### src/rtl/srw_pkg.sv
`timescale 1ns/1ps
package srw_pkg;

  typedef enum logic [1:0] {
    SZ_BYTE = 2'b00,
    SZ_HALF = 2'b01,
    SZ_WORD = 2'b10,
    SZ_FULL = 2'b11
  } srw_size_e;

  // Byte and halfword writes keep the old upper bits, so they depend on the previous writer.
  function automatic logic size_merges(input srw_size_e sz);
    return (sz == SZ_BYTE) || (sz == SZ_HALF);
  endfunction

  // Word writes zero the bytes above the written lanes.
  function automatic logic size_zero_ext(input srw_size_e sz);
    return sz == SZ_WORD;
  endfunction

  // Number of byte lanes carrying new data.
  function automatic int unsigned size_lanes(input srw_size_e sz);
    return 32'd1 << sz;
  endfunction

endpackage

### src/rtl/srw_lane_merge.sv
`timescale 1ns/1ps
module srw_lane_merge
  import srw_pkg::*;
#(
  parameter int DATA_W = 64
) (
  input  logic [DATA_W-1:0] old_val,
  input  logic [DATA_W-1:0] new_val,
  input  logic [1:0]        size,
  output logic [DATA_W-1:0] merged
);
  localparam int NBYTES = DATA_W / 8;

  srw_size_e   sz;
  logic        zext;
  int unsigned lanes;

  always_comb begin
    sz    = srw_size_e'(size);
    zext  = size_zero_ext(sz);
    lanes = size_lanes(sz);
  end

  // One selector per byte lane: new data, zero or old contents.
  for (genvar b = 0; b < NBYTES; b++) begin : g_lane
    logic take_new;
    always_comb begin
      take_new = (b < lanes);
      if (take_new)  merged[b*8 +: 8] = new_val[b*8 +: 8];
      else if (zext) merged[b*8 +: 8] = 8'h00;
      else           merged[b*8 +: 8] = old_val[b*8 +: 8];
    end
  end

endmodule

### src/rtl/srw_pending_board.sv
`timescale 1ns/1ps
module srw_pending_board #(
  parameter int NUM_REGS = 16,
  parameter int IDX_W    = $clog2(NUM_REGS)
) (
  input  logic                clk,
  input  logic                rst,
  input  logic                set_en,
  input  logic [IDX_W-1:0]    set_idx,
  input  logic                clr_en,
  input  logic [IDX_W-1:0]    clr_idx,
  output logic [NUM_REGS-1:0] pend_q
);

  for (genvar i = 0; i < NUM_REGS; i++) begin : g_bit
    logic hit_set;
    logic hit_clr;
    assign hit_set = set_en && (set_idx == IDX_W'(i));
    assign hit_clr = clr_en && (clr_idx == IDX_W'(i));

    // A new issue wins over a completion that arrives in the same cycle.
    always_ff @(posedge clk) begin
      if (rst)          pend_q[i] <= 1'b0;
      else if (hit_set) pend_q[i] <= 1'b1;
      else if (hit_clr) pend_q[i] <= 1'b0;
    end
  end

endmodule

### src/rtl/srw_regfile_store.sv
`timescale 1ns/1ps
module srw_regfile_store #(
  parameter int DATA_W   = 64,
  parameter int NUM_REGS = 16,
  parameter int IDX_W    = $clog2(NUM_REGS),
  parameter int NUM_RD   = 3
) (
  input  logic                          clk,
  input  logic                          rst,
  input  logic                          we,
  input  logic [IDX_W-1:0]              waddr,
  input  logic [DATA_W-1:0]             wdata,
  input  logic [NUM_RD-1:0][IDX_W-1:0]  raddr,
  output logic [NUM_RD-1:0][DATA_W-1:0] rdata
);

  logic [DATA_W-1:0] mem [NUM_REGS];

  always_ff @(posedge clk) begin
    if (rst) begin
      for (int i = 0; i < NUM_REGS; i++) mem[i] <= '0;
    end else if (we) begin
      mem[waddr] <= wdata;
    end
  end

  // Asynchronous read ports see the array contents before this cycle's write.
  for (genvar p = 0; p < NUM_RD; p++) begin : g_rd
    assign rdata[p] = mem[raddr[p]];
  end

endmodule

### src/rtl/srw_merge_top.sv
`timescale 1ns/1ps
module srw_merge_top
  import srw_pkg::*;
#(
  parameter int DATA_W   = 64,
  parameter int NUM_REGS = 16,
  parameter int IDX_W    = $clog2(NUM_REGS)
) (
  input  logic              clk,
  input  logic              rst,
  input  logic              wr_valid,
  input  logic [IDX_W-1:0]  wr_idx,
  input  logic [1:0]        wr_size,
  input  logic [DATA_W-1:0] wr_data,
  input  logic              cmp_valid,
  input  logic [IDX_W-1:0]  cmp_idx,
  input  logic [IDX_W-1:0]  rd_a_idx,
  output logic [DATA_W-1:0] rd_a_data,
  input  logic [IDX_W-1:0]  rd_b_idx,
  output logic [DATA_W-1:0] rd_b_data,
  output logic              wr_stall
);
  localparam int NUM_RD = 3;
  localparam int PORT_A = 0;
  localparam int PORT_B = 1;
  localparam int PORT_M = 2;

  logic [NUM_REGS-1:0]            pend_q;
  logic [NUM_RD-1:0][IDX_W-1:0]   raddr;
  logic [NUM_RD-1:0][DATA_W-1:0]  rdata;
  logic [DATA_W-1:0]              merged;
  logic                           needs_old;
  logic                           accept;

  assign needs_old = size_merges(srw_size_e'(wr_size));
  assign wr_stall  = wr_valid && needs_old && pend_q[wr_idx];
  assign accept    = wr_valid && !wr_stall;

  always_comb begin
    raddr[PORT_A] = rd_a_idx;
    raddr[PORT_B] = rd_b_idx;
    raddr[PORT_M] = wr_idx;
  end

  srw_regfile_store #(
    .DATA_W(DATA_W), .NUM_REGS(NUM_REGS), .IDX_W(IDX_W), .NUM_RD(NUM_RD)
  ) u_store (
    .clk   (clk),
    .rst   (rst),
    .we    (accept),
    .waddr (wr_idx),
    .wdata (merged),
    .raddr (raddr),
    .rdata (rdata)
  );

  srw_lane_merge #(.DATA_W(DATA_W)) u_merge (
    .old_val (rdata[PORT_M]),
    .new_val (wr_data),
    .size    (wr_size),
    .merged  (merged)
  );

  srw_pending_board #(.NUM_REGS(NUM_REGS), .IDX_W(IDX_W)) u_pend (
    .clk     (clk),
    .rst     (rst),
    .set_en  (accept),
    .set_idx (wr_idx),
    .clr_en  (cmp_valid),
    .clr_idx (cmp_idx),
    .pend_q  (pend_q)
  );

  assign rd_a_data = rdata[PORT_A];
  assign rd_b_data = rdata[PORT_B];

endmodule

### config.mk
export PLATFORM = sky130hd
export DESIGN_NAME = srw_merge_top
export DESIGN_NICKNAME = d
export VERILOG_FILES = /design/src/rtl/srw_pkg.sv /design/src/rtl/srw_lane_merge.sv /design/src/rtl/srw_pending_board.sv /design/src/rtl/srw_regfile_store.sv /design/src/rtl/srw_merge_top.sv
export SDC_FILE = /design/constraint.sdc
export NUM_CORES = 2
export LEC_CHECK = 0
export CAP_MARGIN = 10
export CORE_ASPECT_RATIO = 1.25
export CORE_MARGIN = 10
export CORE_UTILIZATION = 45
export CTS_CLUSTER_SIZE = 24
export DETAILED_ROUTE_END_ITERATION = 12
export DONT_BUFFER_PORTS = 1
export PLACE_DENSITY = 0.57
export SLEW_MARGIN = 0
export SYNTH_ARGS = -nofsm -noshare
export SYNTH_HDL_FRONTEND = slang
export SYNTH_HIERARCHICAL = 1
export SYNTH_SLANG_ARGS = --single-unit
### constraint.sdc
create_clock -name clk -period 8.4 [get_ports clk]
set_input_delay 1.68 -clock clk [delete_from_list [all_inputs] [get_ports clk]]
set_output_delay 1.68 -clock clk [all_outputs]
set_load 0.05 [all_outputs]
==> out/results.txt <==
Clk_lat worst skew: 0.74 ns
Htree depth: 3
Area of the multi-input gates: 28000 um2
Worst-path clk slew: 0.06 ns
F_max: 0.177 GHz
Worst slew pin tran: 1.31 ns
Clk sinks: 1040
Layout cells sized above 1: 27.1%
Critical R2R Capture: u_store/mem[7][31]$_SDFFCE_PN0P_
Core area: 135000 um2
Synth Area per Inst: 15.3 um2
Pins over their slew limit: 0
Final hold viol count: 0
Register area: 31100 um2
Routing usage on met2: 46.5%
Leakage power: 22.7 nW
Max Cap Viol: 0
GP Congestion: 0.790
CTS tree: built
Via density: 6.81
Hold_sp: u_pend/pend_q[2]$_SDFFE_PP0P_
Antenna violation net count after detailed routing: 0
Most crowded layer after global routing: met2
DR iter-0 viols: 4197
Post-CTS Setup Bufs: 0
GR Util met1: 34.8%
Worst Path Required: 6.72 ns
Reg2Reg Depth: 7
IO Port Bufs: 0
Commonest cells after routing, fill and taps aside: and2_1 (1024), edfxtp_1 (1024), mux4_2 (738), a22oi_1 (369), nand2_1 (189)
Maximum vdd drop: 0.155 mV
Vias in the first global route: 39756
R2R Path Start: u_pend/pend_q[13]$_SDFFE_PP0P_
Initial antenna violation count: 27
Via count: 37906
Mapped cell area: 61100 um2
Tot GR Track Use: 27.6%
Final min period: 5.66 ns
Synth warn: 6
CP Launch Type: input pin
Initial core utilization: 45.2%
Pin count of the biggest net entering global routing: 257
Area added between synthesis and finish: 7.40%
Die Area: 151000 um2
Die W: 350 um
Cells after Synth: 3985
CP max FO: 28
Worst EP arrival: 3.98 ns
Residual DRC: 0
Rows: 151
First-pass GRT wire length: 296 mm
Gr ovfl total: 0
HPWL Detailed: 104 mm
Net Count, Synth: 4071
Met3 GRT Util: 6.44%
Nets: 3792
Post-CTS Hold Buffers: 0
Crit path capture: rd_b_data[1]
Final core utilization: 48.5%
Top-Level Pins: 215
Max-Slew Margin vs Limit: 13.0%
Post-Layout Cell Count: 5568
Period Utilization, post-route: 67.4%
Final Skew: 0.0406 ns
Drt wl/cell: 37.7 um
Placed Cells: 5352
Post-cts resize count: 0
Max clock buf depth: 3
Worst setup EP type: primary output
Root buf cell: clkbuf_16
Crit path from: rd_b_idx[3]
# fillers: 11420
Status: complete, no violations
Die height: 432 um
Reg2reg setup slack: 3.65 ns
CTS buffer count: 111
RSZ-0062 raised after global routing: no
Final WL: 210 mm
Setup Total Neg Slack: 0 ns
Setup CP Type: input pin to primary output
Power Density: 198 nW/um2
Setup violators final: 0
HP Class: register to register
DR pass1 iterations: 6
==> sequential cells by signal (all words and copies together), names as in the netlist <==
name and count:
u_pend/pend_q 16, u_store/mem 1024
==> worst min path at each step <==
stage / endpoint / slack (ns) / cells after the start
3_5_place_dp: u_pend/pend_q[2]$_SDFFE_PP0P_ / 0.47 / 1
2_1_floorplan: u_pend/pend_q[13]$_SDFFE_PP0P_ / 0.45 / 2
3_3_place_gp: u_pend/pend_q[2]$_SDFFE_PP0P_ / 0.47 / 1
6_report: u_pend/pend_q[2]$_SDFFE_PP0P_ / 0.48 / 1
4_1_cts: u_pend/pend_q[2]$_SDFFE_PP0P_ / 0.48 / 1
5_1_grt: u_pend/pend_q[2]$_SDFFE_PP0P_ / 0.51 / 1
==> where the power goes <==
| group | switching (mW) | internal [mW] |
|---|---|---|
| clock | 2.13 | 3.15 |
| sequential | 0.136 | 5.91 |
| combinational | 1.02 | 0.632 |
==> per-layer routing <==
metal	vias up	wire length (um)
li1	15286	-
met1	20175	77400
met2	2033	104000
met3	394	21400
met4	18	7050
met5	-	121
==> area by class of cell <==
| type | instances | area share (%) |
|---|---|---|
| inverters | 5 | 0.0286 |
| clock inverters | 70 | 1.24 |
| flip-flops and latches | 1040 | 47.3 |
| clock buffers | 139 | 4.66 |
| diodes | 7 | 0.0267 |
| repair buffers | 58 | 0.682 |
| multi-input cells | 2490 | 42.7 |
| well taps | 1759 | 3.35 |
==> stage by stage <==
stage	area [um2]	power [mW]	hold slack (ns)	setup slack (ns)
after floorplan	61100	7.49	0.446	3.31
after global placement	61800	7.78	0.466	2.34
after detailed placement	61800	7.80	0.468	2.23
after CTS	65600	13.0	0.482	2.86
after global routing	65700	13.3	0.515	2.80
final	65700	13.0	0.482	2.74
==> critical path: stages <==
cell	delay, ns
nor2b_4	0.72
buf_4	0.69
a22oi_1	0.21
nand2_1	0.65
Power figures use the tool's default switching activity.
